===== config.mk =====
export PLATFORM = sky130hd
export DESIGN_NAME = nco_clk_synth
export DESIGN_NICKNAME = d
export VERILOG_FILES = /design/src/rtl/nco_pkg.sv /design/src/rtl/nco_stage_regs.sv /design/src/rtl/nco_dither_gen.sv /design/src/rtl/nco_phase_core.sv /design/src/rtl/nco_clk_synth.sv
export SDC_FILE = /design/constraint.sdc
export NUM_CORES = 1
export LEC_CHECK = 0
export ABC_AREA = 1
export CAP_MARGIN = 0
export CORE_ASPECT_RATIO = 2
export CORE_MARGIN = 2
export CORE_UTILIZATION = 40
export DETAILED_ROUTE_END_ITERATION = 12
export DONT_BUFFER_PORTS = 1
export PLACE_DENSITY_LB_ADDON = 0.2
export RECOVER_POWER = 25
export SLEW_MARGIN = 20
export SYNTH_ARGS = -nofsm -noshare
export SYNTH_HDL_FRONTEND = slang
export SYNTH_SLANG_ARGS = --single-unit

===== constraint.sdc =====
create_clock -name clk_ref -period 5 [get_ports clk_ref]
set_clock_uncertainty 0.05 [all_clocks]
set_input_delay 0 -clock clk_ref [delete_from_list [all_inputs] [get_ports clk_ref]]
set_output_delay 0 -clock clk_ref [all_outputs]
set_load 0.02 [all_outputs]

===== src/rtl/nco_pkg.sv =====
package nco_pkg;

    localparam int BYTE_W = 8;

    typedef logic [BYTE_W-1:0] reg_byte_t;

endpackage


===== src/rtl/nco_stage_regs.sv =====
module nco_stage_regs
    import nco_pkg::*;
#(
    parameter int ACC_W  = 24,
    parameter int ADDR_W = 2
) (
    input  logic              clk,
    input  logic              rst_n,
    input  logic              wr_en,
    input  logic [ADDR_W-1:0] wr_addr,
    input  reg_byte_t         wr_data,
    output logic [ACC_W-1:0]  stage_word
);

    localparam int NUM_BYTES = (ACC_W + BYTE_W - 1) / BYTE_W;
    localparam int STAGE_W   = NUM_BYTES * BYTE_W;

    typedef struct packed {
        logic [STAGE_W-1:0] stage;
    } stage_t;

    stage_t state_d, state_q;
    logic [NUM_BYTES-1:0] byte_hit;

    for (genvar g = 0; g < NUM_BYTES; g++) begin : g_hit
        assign byte_hit[g] = wr_en && (wr_addr == ADDR_W'(g));
    end

    always_comb begin
        state_d = state_q;
        for (int i = 0; i < NUM_BYTES; i++) begin
            if (byte_hit[i]) begin
                state_d.stage[i*BYTE_W +: BYTE_W] = wr_data;
            end
        end
    end

    always_ff @(posedge clk or negedge rst_n) begin
        if (!rst_n) begin
            state_q <= '0;
        end else begin
            state_q <= state_d;
        end
    end

    assign stage_word = state_q.stage[ACC_W-1:0];

    AST_STAGE_HOLD: assert property (@(posedge clk) disable iff (!rst_n)
        !wr_en |=> $stable(state_q.stage));

    AST_STAGE_OOR_IGNORED: assert property (@(posedge clk) disable iff (!rst_n)
        (wr_en && ({1'b0, wr_addr} >= (ADDR_W+1)'(NUM_BYTES))) |=> $stable(state_q.stage));

endmodule


===== src/rtl/nco_dither_gen.sv =====
module nco_dither_gen #(
    parameter int               LFSR_W = 16,
    parameter logic [LFSR_W-1:0] TAPS  = 16'hB400,
    parameter logic [LFSR_W-1:0] SEED  = 16'hACE1,
    parameter int               DIV    = 4096,
    parameter int               AMP    = 2,
    parameter int               OFF_W  = $clog2(2*AMP+1) + 1
) (
    input  logic                    clk,
    input  logic                    rst_n,
    output logic signed [OFF_W-1:0] dither_off
);

    localparam int MOD      = 2*AMP + 1;
    localparam int OFF_BITS = $clog2(MOD);
    localparam int DIV_W    = (DIV > 1) ? $clog2(DIV) : 1;
    localparam logic [DIV_W-1:0] DIV_LAST = DIV_W'(DIV - 1);

    typedef struct packed {
        logic [DIV_W-1:0]  div;
        logic [LFSR_W-1:0] lfsr;
    } dith_t;

    dith_t state_d, state_q;
    int    sel_mod;

    always_comb begin
        state_d = state_q;
        if (state_q.div == DIV_LAST) begin
            state_d.div  = '0;
            state_d.lfsr = {state_q.lfsr[LFSR_W-2:0], ^(state_q.lfsr & TAPS)};
        end else begin
            state_d.div = state_q.div + 1'b1;
        end
        sel_mod    = int'(state_q.lfsr[OFF_BITS-1:0]) % MOD;
        dither_off = OFF_W'(sel_mod - AMP);
    end

    always_ff @(posedge clk or negedge rst_n) begin
        if (!rst_n) begin
            state_q.div  <= '0;
            state_q.lfsr <= SEED;
        end else begin
            state_q <= state_d;
        end
    end

    AST_LFSR_NONZERO: assert property (@(posedge clk) disable iff (!rst_n)
        state_q.lfsr != '0);

    AST_LFSR_HOLD: assert property (@(posedge clk) disable iff (!rst_n)
        (state_q.div != DIV_LAST) |=> $stable(state_q.lfsr));

endmodule


===== src/rtl/nco_phase_core.sv =====
module nco_phase_core #(
    parameter int ACC_W = 24,
    parameter int AMP   = 2,
    parameter int OFF_W = $clog2(2*AMP+1) + 1
) (
    input  logic                    clk,
    input  logic                    rst_n,
    input  logic [ACC_W-1:0]        stage_word,
    input  logic                    latch_req,
    input  logic                    dither_en,
    input  logic signed [OFF_W-1:0] dither_off,
    output logic [ACC_W-1:0]        freq_word,
    output logic                    phase_msb,
    output logic                    wrap_pulse,
    output logic                    latch_pend
);

    localparam logic [ACC_W-1:0] ACC_MAX = '1;
    localparam logic [ACC_W-1:0] AMP_W   = ACC_W'(AMP);

    typedef struct packed {
        logic [ACC_W-1:0] acc;
        logic [ACC_W-1:0] active;
        logic             pend;
        logic             wrap;
    } core_t;

    core_t            state_d, state_q;
    logic             idle;
    logic             in_range;
    logic [ACC_W-1:0] off_ext;
    logic [ACC_W-1:0] eff_word;
    logic [ACC_W:0]   acc_sum;
    logic             carry;
    logic             xfer;

    always_comb begin
        idle     = (state_q.active == '0);
        in_range = (state_q.active > AMP_W) && (state_q.active <= ACC_MAX - AMP_W);
        off_ext  = {{(ACC_W-OFF_W){dither_off[OFF_W-1]}}, dither_off};
        eff_word = (dither_en && in_range) ? state_q.active + off_ext : state_q.active;
        acc_sum  = {1'b0, state_q.acc} + {1'b0, eff_word};
        carry    = acc_sum[ACC_W];
        xfer     = state_q.pend && (carry || idle);

        state_d        = state_q;
        state_d.acc    = idle ? '0 : acc_sum[ACC_W-1:0];
        state_d.wrap   = carry;
        state_d.active = xfer ? stage_word : state_q.active;
        state_d.pend   = latch_req || (state_q.pend && !xfer);
    end

    always_ff @(posedge clk or negedge rst_n) begin
        if (!rst_n) begin
            state_q <= '0;
        end else begin
            state_q <= state_d;
        end
    end

    assign freq_word  = eff_word;
    assign phase_msb  = state_q.acc[ACC_W-1];
    assign wrap_pulse = state_q.wrap;
    assign latch_pend = state_q.pend;

    AST_WORD_ONLY_ON_LATCH: assert property (@(posedge clk) disable iff (!rst_n)
        !$stable(state_q.active) |-> $past(state_q.pend));

    AST_XFER_AT_WRAP: assert property (@(posedge clk) disable iff (!rst_n)
        ($fell(state_q.pend) && ($past(state_q.active) != '0)) |-> state_q.wrap);

    AST_IDLE_ACC_ZERO: assert property (@(posedge clk) disable iff (!rst_n)
        ($past(state_q.active) == '0) |-> (state_q.acc == '0));

    AST_DITHER_BOUND: assert property (@(posedge clk) disable iff (!rst_n)
        ((freq_word - state_q.active + AMP_W) <= ACC_W'(2*AMP)));

endmodule


===== src/rtl/nco_clk_synth.sv =====
module nco_clk_synth
    import nco_pkg::*;
#(
    parameter int                ACC_W      = 24,
    parameter int                ADDR_W     = 2,
    parameter int                LFSR_W     = 16,
    parameter logic [LFSR_W-1:0] LFSR_TAPS  = 16'hB400,
    parameter logic [LFSR_W-1:0] LFSR_SEED  = 16'hACE1,
    parameter int                DITHER_DIV = 4096,
    parameter int                DITHER_AMP = 2
) (
    input  logic              clk_ref,
    input  logic              rst_n,
    input  logic              reg_wr_en,
    input  logic [ADDR_W-1:0] reg_wr_addr,
    input  logic [7:0]        reg_wr_data,
    input  logic              latch_req,
    input  logic              dither_en,
    output logic [ACC_W-1:0]  freq_word,
    output logic              phase_msb,
    output logic              wrap_pulse,
    output logic              latch_pend
);

    localparam int OFF_W = $clog2(2*DITHER_AMP+1) + 1;

    logic [ACC_W-1:0]        stage_word;
    logic signed [OFF_W-1:0] dither_off;

    nco_stage_regs #(
        .ACC_W (ACC_W),
        .ADDR_W(ADDR_W)
    ) stage_i (
        .clk       (clk_ref),
        .rst_n     (rst_n),
        .wr_en     (reg_wr_en),
        .wr_addr   (reg_wr_addr),
        .wr_data   (reg_wr_data),
        .stage_word(stage_word)
    );

    nco_dither_gen #(
        .LFSR_W(LFSR_W),
        .TAPS  (LFSR_TAPS),
        .SEED  (LFSR_SEED),
        .DIV   (DITHER_DIV),
        .AMP   (DITHER_AMP),
        .OFF_W (OFF_W)
    ) dither_i (
        .clk       (clk_ref),
        .rst_n     (rst_n),
        .dither_off(dither_off)
    );

    nco_phase_core #(
        .ACC_W(ACC_W),
        .AMP  (DITHER_AMP),
        .OFF_W(OFF_W)
    ) core_i (
        .clk       (clk_ref),
        .rst_n     (rst_n),
        .stage_word(stage_word),
        .latch_req (latch_req),
        .dither_en (dither_en),
        .dither_off(dither_off),
        .freq_word (freq_word),
        .phase_msb (phase_msb),
        .wrap_pulse(wrap_pulse),
        .latch_pend(latch_pend)
    );

endmodule


* After elaboration in Yosys (flattened, before gate mapping)
Index checks and enable logic that the tools add are counted.
** Cells by class
- $add $sub $neg :: 4
- Divide/modulo/power cells :: 1
- Order comparisons :: 2
- Equality and inequality tests :: 3
- Multiplexer cells :: 3
- Reduce and logical (&&, ||, !) cells :: 13
** Operators by type and width (number)
- 2-to-1 mux 24 bit :: 2
- modulo 4 x 4 -> 32 bit, second input constant :: 1
- adder 24 x 24 -> 25 bit :: 1
- adder 24 bit :: 1
- greater-than comparator 24 x 2 -> 1 bit, second input constant :: 1
- less-or-equal comparator 24 bit, second input constant :: 1
- logical NOT 24 bit :: 1
- XOR reduction 16 bit :: 1
- adder 12 x 1 -> 12 bit, second input constant :: 1
- == test 12 bit, second input constant :: 1
- 2-to-1 mux 12 bit :: 1
- logical AND 1 bit :: 7
- subtractor 4 x 3 -> 4 bit, second input constant :: 1
- == test 2 x 1 -> 1 bit, second input constant :: 1
- == test 2 bit, second input constant :: 1
- logical NOT 2 bit :: 1
- logical OR 1 bit :: 2
- logical NOT 1 bit :: 1
** Storage, ports and cells
- Bits in registers :: 102

* Longest topological paths before layout
- Word-level depth :: 10
- Mapped depth :: 34

* Modules after synthesis
From an unflattened synthesis, not the netlist that was laid out.
** Second synthesis, totals
- Cell total of the unflattened synthesis :: 1184
- Area, all modules :: 7908.8 um^2
** By module, submodules not included
- nco_phase_core :: instances 1, cells each 897, area an instance 5312.6 um^2
- nco_dither_gen :: instances 1, cells each 180, area an instance 1549.0 um^2
- nco_stage_regs :: instances 1, cells each 107, area an instance 1047.3 um^2

* Worst setup path before layout
Ideal clock, no wire load.
- Path kind :: reg2reg
- From :: register dither_i.state_q[0] (netlist bit)
- To :: register core_i.state_q[20] (netlist bit)
- Setup time :: 0.120 ns
- Arrival :: 5.532 ns
- Required time :: 4.830 ns
- Slack :: -0.702 ns
- Cell stages (with the launch flop) :: 30
- Clock period less this slack :: 5.702 ns
- Cells stage by stage :: dfstp_2 -> inv_1 -> ha_1 -> inv_1 -> ha_1 -> inv_1 -> nand2_2 -> nand2_2 -> nand2_2 -> nand2_1 -> xor2_1 -> ha_1 -> a21oi_1 -> inv_1 -> a31oi_1 -> o21ai_0 -> a21oi_1 -> nand2_1 -> nand2_1 -> nand2_1 -> a21oi_1 -> ha_1 -> a21o_1 -> nand3_1 -> nand2_1 -> a21oi_1 -> nand4_4 -> nand2_4 -> buf_4 -> a21oi_2
** Between the ends
- Word-level cells in the longest chain between the ends :: 7
** Ends and longest elaborated chain
- start: declaration :: RTL line nco_dither_gen.sv:24 : dith_t state_d, state_q;
- start signal: assignment :: RTL line nco_dither_gen.sv:44 : state_q <= state_d;
- modulo 4 x 4 -> 32 bit :: RTL line nco_dither_gen.sv:35 : sel_mod = int'(state_q.lfsr[OFF_BITS-1:0]) % MOD;
- subtractor 4 x 3 -> 4 bit :: RTL line nco_dither_gen.sv:36 : dither_off = OFF_W'(sel_mod - AMP);
- adder 24 bit :: RTL line nco_phase_core.sv:41 : eff_word = (dither_en && in_range) ? state_q.active + off_ext : state_q.active;
- 2-to-1 mux 24 bit :: RTL line nco_phase_core.sv:41
- named net freq_word[21] :: RTL line nco_clk_synth.sv:19 : output logic [ACC_W-1:0] freq_word,
- adder 24 x 24 -> 25 bit :: RTL line nco_phase_core.sv:42 : acc_sum = {1'b0, state_q.acc} + {1'b0, eff_word};
- logical OR 1 bit :: RTL line nco_phase_core.sv:44 : xfer = state_q.pend && (carry || idle);
- logical AND 1 bit :: RTL line nco_phase_core.sv:44
- end signal: assignment :: RTL line nco_phase_core.sv:57 : state_q <= state_d;
- end: declaration :: RTL line nco_phase_core.sv:28 : core_t state_d, state_q;
The timed path passes the listed nets, and every way through them passes these cells.
A chain may end at the register's enable or synchronous reset.

* Final worst setup path
- From :: register dither_i.state_q[0] (netlist bit)
- To :: register core_i.state_q[11] (netlist bit)
** Between the ends
- Word-level cells in the longest chain between the ends :: 7
** Ends and longest elaborated chain (RTL line)
- modulo 4 x 4 -> 32 bit :: nco_dither_gen.sv:35
- subtractor 4 x 3 -> 4 bit :: nco_dither_gen.sv:36
- adder 24 bit :: nco_phase_core.sv:41
- 2-to-1 mux 24 bit :: nco_phase_core.sv:41
- adder 24 x 24 -> 25 bit :: nco_phase_core.sv:42
- logical OR 1 bit :: nco_phase_core.sv:44
- logical AND 1 bit :: nco_phase_core.sv:44
Every way passes these cells.

==> results.md <==
Route:
- In the routed layout, each cell is associated on average with a via count of 5.42.
- In this run the remaining antenna-violating nets after routing total 0.
- The routed design has between 20000 and 25000 µm of wire.
- The average wire per standard cell is about 17 µm.
- The first routing iteration left 432 violations.
- The detailed-router iteration count before antenna repair is 7.
- For this run, design rule violations remaining after detail routing come to 0.
- The detailed router placed 6954 vias in this run.

Pwr:
- The power density normalized to cell area is roughly 820 mW/mm².
- In this run the static leakage power is 4.44 nW.
- Of the total power, the share spent switching nets is 0.493.
- Of the total power, the clock network draws 0.096.
- For this design the total switching power over the nets is 3.81 mW.
- The relative contribution of sequential cells to total power is 0.182.
- Cell internal power was estimated by the tool at around 4 mW.
- The combinational share of power is 0.723.
- The peak supply drop is approximately 0.48 mV.

Critical path:
- The slowest stage of the critical path is the dfstp_2 cell.
- The most numerous cell type found on the critical path is nand2_1.
- STA classifies the critical path startpoint as a register.
- The reg-to-reg critical path startpoint is dither_i.state_q[0].
- The critical path class is register to register.
- The arrival time of data at the critical path endpoint is 5.13 ns.
- In this design, the stage delay of the slowest critical-path cell is 0.53 ns.
- STA classifies the critical path endpoint as a register.
- The data required time at the worst endpoint is 5.24 ns.
- The worst-case reg-to-reg path depth is 33.
- In this run the critical register-to-register path is captured at core_i.state_q[11].
- The largest fanout on the critical path is 8.
- Across all register-to-register paths, the minimum setup slack is 0.11 ns.

Clock network:
- The insertion delay to the later sink of the worst-skew pair is about 0.37 ns.
- The TritonCTS clock tree is done.
- The register clock-pin slew on the reported worst setup and hold paths is roughly 0.080 ns.
- The clock net in this run drives a total of between 100 and 150 sinks.
- The H-tree level count is 3.
- The number of CTS-inserted buffers is 9.
- The longest clock path from root to sink contains 2 buffers.
- The tree is rooted in a clkbuf_16.

Timing:
- The final total negative setup slack is 0 ns.
- Setup violations remaining at the end of the flow were counted as 0.
- The slack of the critical path is approximately 0.11 ns.
- At the pin with the least slew margin, the transition time is 2.66 ns.
- The max-slew violation count came to between 100 and 150.
- The hold violation count in the final report was 0.
- The minimum clock period is 4.89 ns.
- Based on the critical path, the design can be clocked at up to between 200 and 250 MHz.
- In the finished design, the share of the clock period the worst path needs comes to 0.977.
- The headroom to the max-slew limit is -0.775.

Layout:
- The fraction of final layout cells sized beyond drive strength 1 is 0.265.
- The top cell types in the final layout, fill and taps aside, are nand2_1 (214), inv_1 (94), dfrtp_1 (94).
- In the final layout, flip-flops and latches occupy 0.00256 mm².
- Leaving out fill and tap cells, the most frequent cell in the layout is nand2_1.
- The count of filler cells inserted in the layout is 1730.
- Relative to the synthesized area, the layout overhead comes to 32.3%.
- The area of the multi-input gates is 0.00486 mm².
- The number of nets in the layout is 1138.
- Measured on the finished design, the core utilization comes to 0.534.
- The repair_antennas step left the layout with diodes totalling 0.

Logic synthesis:
- The synthesized design contains a little over 100 register bits.
- The number of flops mapped to enable cells by yosys is 0.
- During synthesis, Yosys emitted a total of 0 warnings.
- The count of cell types in the netlist is 47.
- Counting every net in the synthesized netlist gives 1037.
- The cell area after technology mapping is 0.00711 mm².
- Of the synthesized area, sequential elements account for 0.361.
- The post-synthesis instance total is 965.
- The average size of a mapped cell is 7.36 µm².
- In the synthesized netlist the async set-or-reset flop fraction comes to 1.00.
- For this run, the leading register cell type out of synthesis is dfrtp_1.

Global route:
- In the global route stage, overall resource usage came out at 0.221.
- The overall overflow remaining after global route is 0.
- The via count of the first global-routing pass came to between 6000 and 7000.
- The first global-routing pass estimated 33200 µm of wire.
- The number of antenna violations at the first check in global routing is 0.
- Entering global routing, the biggest net connects 103 pins.

Status:
- The run finished, with violations left.
- The final reports fail on max-capacitance violations, max-slew violations.

Min path:
- The path class of the tightest hold or removal check is input pin to register.
- The capture endpoint of the worst hold path is stage_i.stage_word[3].
- The source of the worst hold timing path is reg_wr_en.
- The number of cells traversed by the worst hold path is 2.

Floorplan:
- The core region is 0.0176 mm².
- The horizontal die dimension is 98.2 µm.
- After floorplanning, the core was divided into 69 placement rows.
- The y dimension of the die is around 190 µm.
- 42 I/O pins were placed.
- The initial utilization of the core area, before any placement, comes to 0.403.
- The die covers 0.0189 mm².

Place:
- Before CTS, the worst setup slack after placement is -0.233 ns.
- Once detailed placement completed, the half-perimeter wirelength came to roughly 16000 µm.
- The weighted congestion at the end of routability-driven global placement is 0.947.
- Port buffering added 0 buffers.

Job:
- The max capacitance violation total is 1.
[state kept, by name, summed over array words and instances (netlist names)]
signal / flops
core_i.state_q: 47
core_i.wrap_pulse: 1
dither_i.state_q: 28
core_i.phase_msb: 1
core_i.latch_pend: 1
stage_i.stage_word: 24
[per-stage QoR]
| stage | total power, mW | hold WS [ns] | instance area, µm² | cells |
|---|---|---|---|---|
| 2_1_floorplan | 4.33 | -0.346 | 7140 | 965 |
| 3_3_place_gp | 5.77 | -0.341 | 7900 | 1236 |
| 5_1_grt | 8.38 | 0.185 | 9400 | 1284 |
| 3_5_place_dp | 5.80 | -0.341 | 7900 | 1236 |
| 4_1_cts | 6.73 | 0.0950 | 8450 | 1266 |
| 6_report | 7.74 | 0.104 | 9400 | 1284 |
[how the worst max path moves through the flow]
stage	slack, ns	depth (start not counted)	end	from
3_5_place_dp	-0.23	31	core_i.state_q[22]	dither_i.state_q[0]
4_1_cts	0.001	32	core_i.state_q[3]	dither_i.state_q[0]
5_1_grt	-0.10	35	core_i.state_q[11]	dither_i.state_q[0]
3_3_place_gp	-0.17	31	core_i.state_q[22]	dither_i.state_q[0]
6_report	0.11	33	core_i.state_q[11]	dither_i.state_q[0]
2_1_floorplan	0.004	27	core_i.state_q[44]	dither_i.state_q[0]
[metal layers]
metal / up-vias / share of wire / track usage / routed length, µm
met3: 39 / 0.044 / 0.0272 / 967
met1: 3307 / 0.43 / 0.289 / 9250
met2: 187 / 0.50 / 0.375 / 10900
li1: 3421 / - / - / -
met4: 0 / 0.029 / 0.0811 / 639
met5: - / 0 / 0 / 0
[cell families (layout without fill, tap and decap cells)]
logic type      count (synthesis)  after routing  share of synthesized area
xor+xnor                       28             28                     0.0345
buf+inv                       125            231                     0.0706
fa+ha+maj                      57             57                      0.101
compound gates                191            191                      0.154
simple gates                  462            462                      0.279
flops                         102            102                      0.361
[synthesized netlist by cell type (7+ instances only)]
library cell	number	area (µm²)
a21o_1	9	67.6
a21oi_1	68	340
clkbuf_1	7	26.3
dfrtp_1	94	2350
dfstp_2	8	210
ha_1	56	701
inv_1	103	387
nand2_1	237	890
nand2_2	8	50.1
nand3_1	69	345
nand4_1	16	100
nor2_1	97	364
nor3_1	11	55.1
o21ai_0	70	350
xnor2_1	15	131
xor2_1	13	114
[power groups by stage]
| stage | Sequential (mW) | Combinational [mW] | Clock (mW) |
|---|---|---|---|
| final | 1.41 | 5.59 | 0.740 |
| after global routing | 1.43 | 6.17 | 0.780 |
| after detailed placement | 1.36 | 4.44 | 0 |
| after CTS | 1.35 | 4.63 | 0.758 |
| after global placement | 1.36 | 4.42 | 0 |
| after floorplan | 1.24 | 3.09 | 0 |
[what timing repair did]
action                     in CTS  in global routing
hold endpoints to repair      127                  0
pin swaps                       5                 35
setup buffers                   3                 13
gates resized for setup        25                148
cloned                          0                  5
hold buffers                   11                  0
setup endpoints to repair      25                 35
[critical path, delay by kind of cell, from the launching register on]
| family | cells | cell delay, ns |
|---|---|---|
| XOR/XNOR | 1 | 0.16 |
| AO/OA/AOI/OAI | 3 | 0.51 |
| adder cells (fa/ha/maj) | 4 | 0.85 |
| buffers and inverters | 9 | 0.94 |
| AND/OR/NAND/NOR | 16 | 1.78 |
| flip-flops | 1 | 0.53 |
[area by class of cell]
class	instances	area share
multi-input cells	738	0.517
flip-flops and latches	102	0.273
repair buffers	108	0.106
inverters	107	0.0430
well taps	213	0.0283
clock buffers	9	0.0240
clock inverters	7	0.00892
(Power assumes the default switching activity.)
